===== src/rtl/tclk_pkg.sv =====
package tclk_pkg;
  localparam int PRE_W = 10;
  localparam int NTAP  = 4;

  typedef enum logic [2:0] {
    SRC_OFF   = 3'd0,
    SRC_SYS   = 3'd1,
    SRC_D8    = 3'd2,
    SRC_D64   = 3'd3,
    SRC_D256  = 3'd4,
    SRC_D1024 = 3'd5,
    SRC_PFALL = 3'd6,
    SRC_PRISE = 3'd7
  } src_sel_e;

  // number of low prescaler bits that must be ones for tap idx
  function automatic int tap_bits(input int idx);
    case (idx)
      0:       return 3;
      1:       return 6;
      2:       return 8;
      default: return 10;
    endcase
  endfunction

  // true when the low nb bits of c are all ones
  function automatic logic low_ones(input logic [PRE_W-1:0] c, input int nb);
    logic r;
    r = 1'b1;
    for (int j = 0; j < PRE_W; j++)
      if (j < nb && !c[j]) r = 1'b0;
    return r;
  endfunction
endpackage


===== src/rtl/tick_prescaler.sv =====
module tick_prescaler
  import tclk_pkg::*;
#(
  parameter int W  = PRE_W,
  parameter int NT = NTAP
) (
  input  logic          clk,
  input  logic          rst_n,
  input  logic          clr,
  output logic [NT-1:0] tap_stb
);
  logic [W-1:0] cnt;

  always_ff @(posedge clk or negedge rst_n) begin
    if (!rst_n)   cnt <= '0;
    else if (clr) cnt <= '0;
    else          cnt <= cnt + 1'b1;
  end

  generate
    for (genvar t = 0; t < NT; t++) begin : g_tap
      assign tap_stb[t] = !clr && low_ones(cnt, tap_bits(t));
    end
  endgenerate


  free_run_chk: assert property (@(posedge clk) disable iff (!rst_n)
    ($past(rst_n) && !$past(clr)) |-> cnt == $past(cnt) + 1'b1);


  clear_zero_chk: assert property (@(posedge clk) disable iff (!rst_n)
    clr |=> cnt == '0);


  tap_single_chk: assert property (@(posedge clk) disable iff (!rst_n)
    tap_stb[0] |=> !tap_stb[0]);
endmodule


===== src/rtl/pin_edge_sync.sv =====
module pin_edge_sync (
  input  logic clk,
  input  logic rst_n,
  input  logic pin,
  output logic rise,
  output logic fall
);
  logic s1, s2, s3;

  always_ff @(posedge clk or negedge rst_n) begin
    if (!rst_n) begin
      s1 <= 1'b0;
      s2 <= 1'b0;
      s3 <= 1'b0;
    end else begin
      s1 <= pin;
      s2 <= s1;
      s3 <= s2;
    end
  end

  assign rise = s2 && !s3;
  assign fall = !s2 && s3;


  edge_excl_chk: assert property (@(posedge clk) disable iff (!rst_n)
    rise |=> !fall);
endmodule


===== src/rtl/tick_select.sv =====
module tick_select
  import tclk_pkg::*;
#(
  parameter int NT = NTAP
) (
  input  logic          clk,
  input  logic          rst_n,
  input  logic [2:0]    sel,
  input  logic [NT-1:0] taps,
  input  logic          rise,
  input  logic          fall,
  output logic          tick
);
  src_sel_e src;
  logic     nxt;

  assign src = src_sel_e'(sel);

  always_comb begin
    case (src)
      SRC_OFF:   nxt = 1'b0;
      SRC_SYS:   nxt = 1'b1;
      SRC_D8:    nxt = taps[0];
      SRC_D64:   nxt = taps[1];
      SRC_D256:  nxt = taps[2];
      SRC_D1024: nxt = taps[NT-1];
      SRC_PFALL: nxt = fall;
      SRC_PRISE: nxt = rise;
      default:   nxt = 1'b0;
    endcase
  end

  always_ff @(posedge clk or negedge rst_n) begin
    if (!rst_n) tick <= 1'b0;
    else        tick <= nxt;
  end


  stop_quiet_chk: assert property (@(posedge clk) disable iff (!rst_n)
    ($past(rst_n) && $past(sel) == 3'd0) |-> !tick);


  sys_every_chk: assert property (@(posedge clk) disable iff (!rst_n)
    ($past(rst_n) && $past(sel) == 3'd1) |-> tick);
endmodule


===== src/rtl/timer_tick_gen.sv =====
module timer_tick_gen
  import tclk_pkg::*;
(
  input  logic       clk,
  input  logic       rst_n,
  input  logic [2:0] clk_sel,
  input  logic       presc_clr,
  input  logic       ext_pin,
  output logic       count_en
);
  logic [NTAP-1:0] tap_stb;
  logic            pin_rise, pin_fall;

  tick_prescaler #(.W(PRE_W), .NT(NTAP)) u_pre (
    .clk(clk), .rst_n(rst_n), .clr(presc_clr), .tap_stb(tap_stb)
  );

  pin_edge_sync u_sync (
    .clk(clk), .rst_n(rst_n), .pin(ext_pin), .rise(pin_rise), .fall(pin_fall)
  );

  tick_select #(.NT(NTAP)) u_sel (
    .clk(clk), .rst_n(rst_n), .sel(clk_sel), .taps(tap_stb),
    .rise(pin_rise), .fall(pin_fall), .tick(count_en)
  );


  ext_single_chk: assert property (@(posedge clk) disable iff (!rst_n)
    ($past(rst_n) && $past(rst_n, 2) && $past(clk_sel) == 3'd7 &&
     $past(clk_sel, 2) == 3'd7 && $past(count_en)) |-> !count_en);


  reset_low_chk: assert property (@(posedge clk) !rst_n |-> !count_en);
endmodule


===== config.mk =====
export PLATFORM = sky130hd
export DESIGN_NAME = timer_tick_gen
export DESIGN_NICKNAME = d
export VERILOG_FILES = /design/src/rtl/tclk_pkg.sv /design/src/rtl/tick_prescaler.sv /design/src/rtl/pin_edge_sync.sv /design/src/rtl/tick_select.sv /design/src/rtl/timer_tick_gen.sv
export SDC_FILE = /design/constraint.sdc
export NUM_CORES = 1
export LEC_CHECK = 0
export ABC_CLOCK_PERIOD_IN_PS = 2460
export BUFFER_PORTS_ARGS = -buffer_cell sky130_fd_sc_hd__buf_4
export CAP_MARGIN = 20
export CORE_AREA = 2 2 39 41
export CTS_BUF_LIST = sky130_fd_sc_hd__clkbuf_2
export DETAILED_ROUTE_END_ITERATION = 10
export DIE_AREA = 0 0 41 43
export PLACE_DENSITY = 0.8
export SLEW_MARGIN = 40
export SYNTH_ARGS = -nofsm -noshare
export SYNTH_HDL_FRONTEND = slang
export SYNTH_SLANG_ARGS = --single-unit

===== constraint.sdc =====
create_clock -name clk -period 2.46 [get_ports clk]
set_input_delay 0.369 -clock clk [delete_from_list [all_inputs] [get_ports clk]]
set_output_delay 0.369 -clock clk [all_outputs]
set_load 0.05 [all_outputs]

=== After elaboration in Yosys (flattened, before gate mapping) ===
Index checks and enable logic that the tools add are counted.

* RAM bits: 0
* Output and inout bits: 1
* Bits in registers: 14
* Bits in read-only memories: 0
* Memories kept: 0
* Logic and storage cells: 35
* Bits in latches: 0

* Shift operators: 0
* Bitwise gates (word level): 0
* Reductions and logical operators: 10
* Muxes and demuxes: 12
* $lt $le $gt $ge: 0
* Add/subtract/negate cells: 1
* Divide/modulo/power cells: 0
* Multipliers: 0
* Eq/ne operators: 7

{| class="wikitable"
|+ Operators by type and width
! cell !! count
|-
| $eq A3 B3 Y1 const B || 4
|-
| $add A10 B1 Y10 const B || 1
|-
| $mux W1 || 10
|-
| $mux W10 || 1
|-
| $pmux W1 S8 || 1
|-
| $eq A3 B2 Y1 const B || 2
|-
| $logic_and A1 B1 Y1 || 6
|-
| $eq A3 B1 Y1 const B || 1
|-
| $logic_not A1 Y1 || 3
|-
| $logic_not A3 Y1 || 1
|}

=== Logic depth before layout (Yosys ltp) ===
Gate-level depths: netlist of the first run.

* Word-level depth: 12
* Depth in mapped cells: 5

=== Hierarchy ===
From an unflattened synthesis of the first run, not the netlist that was laid out.

* Cells, all modules: 65
* Area total of the unflattened synthesis: 665.6 um^2

{| class="wikitable"
|+ By module, submodules not included
! module !! area each (um^2) !! instances !! seq. area each (um^2) !! cells each
|-
| tick_prescaler || 485.5 || 1 || 250.2 || 49
|-
| pin_edge_sync || 90.1 || 1 || 75.1 || 5
|-
| tick_select || 90.1 || 1 || 25.0 || 11
|}

=== Worst setup path after synthesis of the first run ===
OpenSTA, ideal clock, no wires.

* Path kind: input to register
* Start: input clk_sel[1]
* End: register u_sel.tick
* Buffers on the path: 0
* Setup slack: 1.316 ns
* Data required time: 2.344 ns
* Arrival: 1.028 ns
* Stages: 4
* Cell sequence: nand2b_1 -> a2111oi_0 -> o211ai_1 -> o311ai_0

* Cells in the longest elaborated chain, start to end: 2
* Elaborated cells on any way between the ends: 9
* Classes of those cells: eq/ne (7); mux (1); reduce/logical (1)

{| class="wikitable"
|+ RTL lines
! item !! RTL line !! text
|-
| start: declaration || timer_tick_gen.sv:6 || <nowiki>input logic [2:0] clk_sel,</nowiki>
|-
| $eq A3 B3 Y1, or another cell as far along || tick_select.sv:20 || <nowiki>case (src)</nowiki>
|-
| $pmux W1 S8 (*) || tick_select.sv:20 ||
|-
| net u_sel.nxt || tick_select.sv:15 || <nowiki>logic nxt;</nowiki>
|-
| end signal: assignment || tick_select.sv:35 || <nowiki>else tick <= nxt;</nowiki>
|-
| end: declaration || tick_select.sv:12 || <nowiki>output logic tick</nowiki>
|}

Mark *: on every way through the listed nets, which the timed path passes. The rest lies on a longest branch.

=== Worst setup path after layout of the first run ===
* Start: register u_pre.cnt[3]
* End: register u_sel.tick

* Cells in the longest elaborated chain, start to end: 9
* Elaborated cells on any way between the ends: 11
* Classes of those cells: mux (8); reduce/logical (3)

{| class="wikitable"
|+ RTL lines
! item !! RTL line !! text
|-
| start: declaration || tick_prescaler.sv:12 || <nowiki>logic [W-1:0] cnt;</nowiki>
|-
| start signal: assignment || tick_prescaler.sv:17 || <nowiki>else cnt <= cnt + 1'b1;</nowiki>
|-
| $mux W1 (*) (3 in a row) || tclk_pkg.sv:31 || <nowiki>if (j < nb && !c[j]) r = 1'b0;</nowiki>
|-
| $mux W1 (4 in a row) || tclk_pkg.sv:31 ||
|-
| $logic_and A1 B1 Y1 || tick_prescaler.sv:22 || <nowiki>assign tap_stb[t] = !clr && low_ones(cnt, tap_bits(t));</nowiki>
|-
| $pmux W1 S8 (*) || tick_select.sv:20 ||
|-
| net u_sel.nxt || tick_select.sv:15 ||
|}

Marks and branches as above.

==> results.ini, run 1 <==
[grt]
grt_pass1_vias = 455
grt-ovfl-total = 0
grt_usage_pct = 15.4
grt_max_degree = 15
grt_pass1_wl_um = 1750
antenna_found_initial = 0

[floorplan]
die_width_um = 41
num_rows = 14
start_util_pct = 47.9
io_pins = 8
die_area_um2 = 1760
core-area_um2 = 1380
die_y_um = 43

[clock_tree]
root_buffer = clkbuf_2
cts_buffers = 3
cts_resized = 0
clkSinkCount = 14
clock_latency_ns = 0.28
cts_buffer_depth = 2
htreeDepth = 1
post-cts-setup-buffers = 0
cts_tree = yes
cts.reportedPaths.clkPinSlew_ns = 0.13

[timing]
max_clock_freq_mhz = 794
fin_crit_ns = 1.26
finalCritPeriodShare_pct = 51.2
slew_headroom_pct = 75.7
fin_setup_tns_ns = 0
setup_viol = 0
rsz0062_at_grt = false
drv_slew = 0
tightest_slew_ns = 0.355
final_hold_viol_count = 0
finClkSkew_ns = 0.0155

[critical_path]
end_kind = register
required_ns = 2.62
cp.buffers_inverters = 0
crit_family = compound AO/OA/AOI/OAI gates
slowest_delay_ns = 0.44
worst_setup_path_start_kind = register
cpMaxStageDelayCell = dfrtp_1
crit_path_cell_trace = nand3_2, a2111oi_0, o211ai_1, o311ai_0
arrival_ns = 1.42
crit_fanout = 7
critPathKind = reg2reg

[placed_design]
port_buffers = 7
gp_congestion = 0.775
dp_hpwl_um = 783

[drt]
drcViolationCount = 0
drt_iter0_drc = 8
vias = 485
wl_per_cell_um = 12.1
viasPerCell = 5.39
totalWireLength_um = 1090
first_pass_iters = 4
ant_nets = 0

[cells_and_area]
drive_gt1_share_pct = 14.9
fillCellCount = 134
nNetsFinal = 87
areaGrowthSynthToFinish_pct = 14.2
utilization_pct = 54.7
antenna_cells = 0

[power]
power.internal_w = 0.000288
power_frac_seq_pct = 62.9
clockPowerShare_pct = 27.0
swShare_pct = 25.1
p_leak_nw = 0.342
p_switching_w = 0.0000962
vdd_drop_max_v = 0.000280
comb_power_share_pct = 10.1
p_per_area_nw_per_um2 = 507

[yosys]
yosys.area.top_type_share_pct = 52.8
yosysUniqueCellTypes = 23
synthFlopType = dfrtp_1
async_flop_share_pct = 100
synth_common_cells = dfrtp_1, nor2_1, nand2_1
synth_nets = 75
avgSynthCellArea_um2 = 10.4
synth_cells = 64
ys_ff_latch = 14
netlist_area_um2 = 663
synth_edf_count = 0
synth_area_leaders = dfrtp_1, ha_1, nor2_1
synth-seq-area-share_pct = 52.8
yosysTopAreaCell = dfrtp_1
yosysMostFrequentCell = dfrtp_1
yosys_warnings = 0

[status]
outcome = completed

[min_path]
holdCritPathClass = in2reg

[job]
cap_viol_max_count = 0

==> timing repair <==
action,in CTS,in global routing
endpoints found under the hold margin,14,0
hold buffers,1,0
endpoints found under the setup margin,0,0
==> worst register-to-register path, stage by stage (launching register included) <==
cell	delay, ns
dfrtp_1	0.44
nand3_2	0.15
a2111oi_0	0.31
o211ai_1	0.13
o311ai_0	0.11
==> area by class of cell <==
cell class	count	area (µm²)	area share (%)
flip-flops and latches	14	350	46.3
multi-input cells	45	294	38.8
repair buffers	8	62.6	8.26
well taps	16	20.0	2.64
clock buffers	3	15.0	1.98
inverters	4	15.0	1.98
==> power groups by stage <==
stage	clock network (W)	logic, W	registers [W]
CTS	0.000107	0.0000395	0.000242
detailed placement	0	0.0000382	0.000246
global placement	0	0.0000368	0.000246
finish	0.000104	0.0000387	0.000242
global route	0.000122	0.0000436	0.000243
floorplan	0	0.0000153	0.000249
==> kinds of logic (layout without fill, tap and decap cells) <==
kind of cell | after synthesis | after routing | synth area share (%)
AOI/OAI and AO/OA | 9 | 9 | 9.06
and+or+nand+nor | 26 | 26 | 19.6
muxes | 1 | 1 | 1.51
adders and majority gates | 4 | 4 | 7.55
buffers and inverters | 5 | 15 | 2.83
xor gates and xnor gates | 5 | 5 | 6.60
DFF | 14 | 14 | 52.8
==> per-stage QoR <==
stage / instance area, µm² / power [W] / cells / worst slack [ns] / hold slack (ns)
after floorplan: 663 / 0.000264 / 64 / 1.32 / 0.0734
after global placement: 732 / 0.000283 / 86 / 1.15 / 0.225
after detailed placement: 732 / 0.000284 / 86 / 1.10 / 0.227
after CTS: 757 / 0.000388 / 90 / 1.21 / 0.184
after global routing: 757 / 0.000409 / 90 / 1.01 / 0.155
final: 757 / 0.000384 / 90 / 1.20 / 0.200
==> routing by layer <==
layer	vias up	GRT usage (%)	routed length, µm
met3	2	4.71	35
met1	234	18.4	520
met2	9	21.9	516
met5	-	0	0
met4	0	12.0	13
li1	240	-	-
==> worst paths after layout <==
kind | startpoint | endpoint | slack [ns] | cells after the start
min | ext_pin | u_sync.s1 | 0.20 | 1
max | u_pre.cnt[3] | u_sel.tick | 1.20 | 4
max reg2reg | u_pre.cnt[3] | u_sel.tick | 1.20 | 4
min in group asynchronous | rst_n | u_pre.cnt[2] | 0.45 | 2
max in group asynchronous | rst_n | u_pre.cnt[7] | 1.82 | 2
min reg2reg | u_sync.s1 | u_sync.s2 | 0.36 | 0
==> sequential cells by signal, indices dropped and copies added (netlist names) <==
signal	count
u_sync.s1	1
u_sync.s3	1
u_pre.cnt	10
u_sel.tick	1
u_sync.s2	1
==> layout by cell type, fill, tap and decap left out, types with 2 or more instances in the layout <==
cell / instances
dfrtp_1: 14
nor2_1: 7
buf_4: 7
nand2_1: 5
inv_1: 4
ha_1: 4
nor3_1: 3
xnor2_1: 3
nand3_1: 3
clkbuf_2: 3
nand2b_1: 2
o21ai_0: 2
or3_1: 2
a21oi_1: 2
xor2_1: 2
nor2b_1: 2
(Power assumes the default switching activity.)
==> run 2: changes to the inputs <==
Settings changed: ABC_CLOCK_PERIOD_IN_PS 2460 to 1200.
Clock period 2.46 ns to 1.2 ns, I/O delays scaled along.
==> run 2 against run 1 <==
The run now ends with setup timing left; clock skew decreased by 0.0033 ns; routed wire length increased by 34%; cell count increased by 10%.
==> results.ini, run 2 (synthesized netlist as in run 1, its figures left out) <==
[status]
outcome = finished, violations left  ; was completed
violations = setup timing

[clock_tree]
clock_latency_ns = 0.28  ; about the same
cts_tree = yes  ; unchanged
htreeDepth = 1  ; unchanged
clkSinkCount = 14  ; unchanged
cts_buffer_depth = 2  ; unchanged
cts.reportedPaths.clkPinSlew_ns = 0.14  ; was 0.13 ns
cts_buffers = 3  ; unchanged
root_buffer = clkbuf_2  ; unchanged

[critical_path]
cpMaxStageDelayCell = dfrtp_1  ; unchanged
crit_path_cell_trace = buf_6, nand3_4, or3_1, a21oi_1  ; was nand3_2, a2111oi_0, o211ai_1, o311ai_0
r2r_cells = 4  ; unchanged
slowest_delay_ns = 0.45  ; was 0.44 ns
crit_family = flip-flops  ; was compound AO/OA/AOI/OAI gates
end_kind = register  ; unchanged
worst_setup_path_start_kind = register  ; unchanged
crit-reg2reg-launch = u_pre.cnt[0]  ; was u_pre.cnt[3]
arrival_ns = 1.43  ; was 1.42 ns
worstSetupPathDepth = 4  ; unchanged
crit_fanout = 5  ; was 7
cp.buffers_inverters = 1  ; was 0
required_ns = 1.42  ; was 2.62 ns
critPathKind = reg2reg  ; unchanged
cp-startpoint = u_pre.cnt[0]  ; was u_pre.cnt[3]

[grt]
antenna_found_initial = 0  ; unchanged
grt_max_degree = 15  ; unchanged
grt_usage_pct = 16.7  ; was 15.4%
grt_pass1_vias = 494  ; was 455
grt-ovfl-total = 0  ; unchanged
grt_pass1_wl_um = 1970  ; was 1750 µm

[power]
power_frac_seq_pct = 60.8  ; was 62.9%
clockPowerShare_pct = 26.4  ; was 27.0%
power.internal_w = 0.000606  ; was 0.000288 W
p_switching_w = 0.000219  ; was 0.0000962 W
p_leak_nw = 0.387  ; was 0.342 nW
comb_power_share_pct = 12.8  ; was 10.1%
total_power_w = 0.000825  ; was 0.000384 W
p_per_area_nw_per_um2 = 930  ; was 507 nW/µm²
swShare_pct = 26.5  ; was 25.1%
vdd_drop_max_v = 0.000602  ; was 0.000280 V

[timing]
finClkSkew_ns = 0.0123  ; was 0.0155 ns
layout_setup_ws_ns = -0.00820  ; was 1.20 ns
slew_headroom_pct = 81.1  ; was 75.7%
setup_viol = 2  ; was 0
finalCritPeriodShare_pct = 101  ; was 51.2%
drv_slew = 0  ; unchanged
final_hold_viol_count = 0  ; unchanged
tightest_slew_ns = 0.279  ; was 0.355 ns
fin_crit_ns = 1.21  ; was 1.26 ns
rsz0062_at_grt = true  ; was false
max_clock_freq_mhz = 828  ; was 794 MHz

[floorplan]
start_util_pct = 47.9  ; unchanged
core-area_um2 = 1380  ; unchanged
num_rows = 14  ; unchanged
die_area_um2 = 1760  ; unchanged
die_y_um = 43  ; unchanged
io_pins = 8  ; unchanged
die_width_um = 41  ; unchanged

[cells_and_area]
top_register = u_pre.cnt  ; unchanged
nNetsFinal = 96  ; was 87
fin_area_um2 = 887  ; was 757 µm²
drive_gt1_share_pct = 31.3  ; was 14.9%
antenna_cells = 0  ; unchanged
utilization_pct = 64.1  ; was 54.7%
largest_reg_flops = 10  ; unchanged
areaGrowthSynthToFinish_pct = 33.8  ; was 14.2%
layout_common_cells = buf_4, dfrtp_1, nor2_1, inv_1, nand2_1  ; was dfrtp_1, nor2_1, buf_4, nand2_1

[min_path]
holdCritPathClass = in2reg  ; unchanged
worstHoldStart = presc_clr  ; was ext_pin
min_path_cells = 2  ; was 1

[drt]
ant_nets = 0  ; unchanged
first_pass_iters = 4  ; unchanged
totalWireLength_um = 1450  ; was 1090 µm
vias = 540  ; was 485
drcViolationCount = 0  ; unchanged
wl_per_cell_um = 14.7  ; was 12.1 µm
viasPerCell = 5.45  ; was 5.39
drt_iter0_drc = 9  ; was 8

[placed_design]
gp_congestion = 0.755  ; was 0.775
dp_hpwl_um = 814  ; was 783 µm
port_buffers = 7  ; unchanged
place_area_um2 = 732  ; unchanged
place_ws_ns = -0.0407  ; was 1.10 ns

[job]
cap_viol_max_count = 0  ; unchanged

-- run 2: cell count changes in the layout (fill, tap and decap cells not counted) --
cell and delta:
nor3_2 +3, nor3_1 -3, nand3_4 +2, dlygate4sd3_1 +1, ha_4 +1, buf_4 +7
nand3_2 -1, buf_6 +1, nand2_1 -1, a2111oi_2 +1, ha_1 -1, nand2_2 +1
a2111oi_0 -1, nand3_1 -1
-- run 2: final cells by class --
class                           count  area (µm²)
Tap cell                           16        20.0
Fill cell                         101         497
Clock buffer                        3        15.0
Multi-Input combinational cell     45         350
Inverter                            4        15.0
Sequential cell                    14         350
Timing Repair Buffer               17         136
-- run 2: through the flow --
stage	instances	hold WS, ns	setup TNS (ns)
after floorplan	64	-0.116	0
after global placement	86	0.0360	-0.0321
after detailed placement	86	0.0380	-0.0407
after CTS	91	0.00113	-0.00941
after global routing	99	0.112	-0.196
final	99	0.125	-0.00854
-- run 2: power by group through the flow --
stage	registers, W	logic (W)	clock network, W
after floorplan	0.000510	0.0000314	0
after global placement	0.000504	0.0000766	0
after detailed placement	0.000505	0.0000778	0
after CTS	0.000496	0.0000844	0.000215
after global routing	0.000503	0.000116	0.000249
final	0.000501	0.000106	0.000218
-- run 2: worst reg2reg max path, cell delays in order (launching register included) --
cell	delay, ns
dfrtp_1	0.45
buf_6	0.13
nand3_4	0.10
or3_1	0.33
a21oi_1	0.13
-- run 2: routing by layer --
metal / part of all wire [%] / global-route usage [%]
met5: 0 / 0
met4: 1.2 / 8.00
met3: 4.1 / 6.28
met2: 51 / 25.0
met1: 44 / 20.4
-- run 2: path summary, 6_finish.rpt --
path / to / slack [ns]
worst max-delay path: u_pre.cnt[5] / -0.008
worst min-delay path: u_pre.cnt[5] / 0.13
min in group asynchronous: u_pre.cnt[2] / 0.27
worst min register to register: u_sync.s2 / 0.37
worst max register to register: u_pre.cnt[5] / -0.008
max in group asynchronous: u_pre.cnt[9] / 0.75
-- run 2: repair_timing --
action                                 4_1_cts  5_1_grt
resized for setup                            3        9
pin swaps                                    0        4
hold buffers                                 1        1
setup endpoints to repair                    5        6
setup buffers                                1        7
endpoints found under the hold margin       14        1
cloned                                       0        0
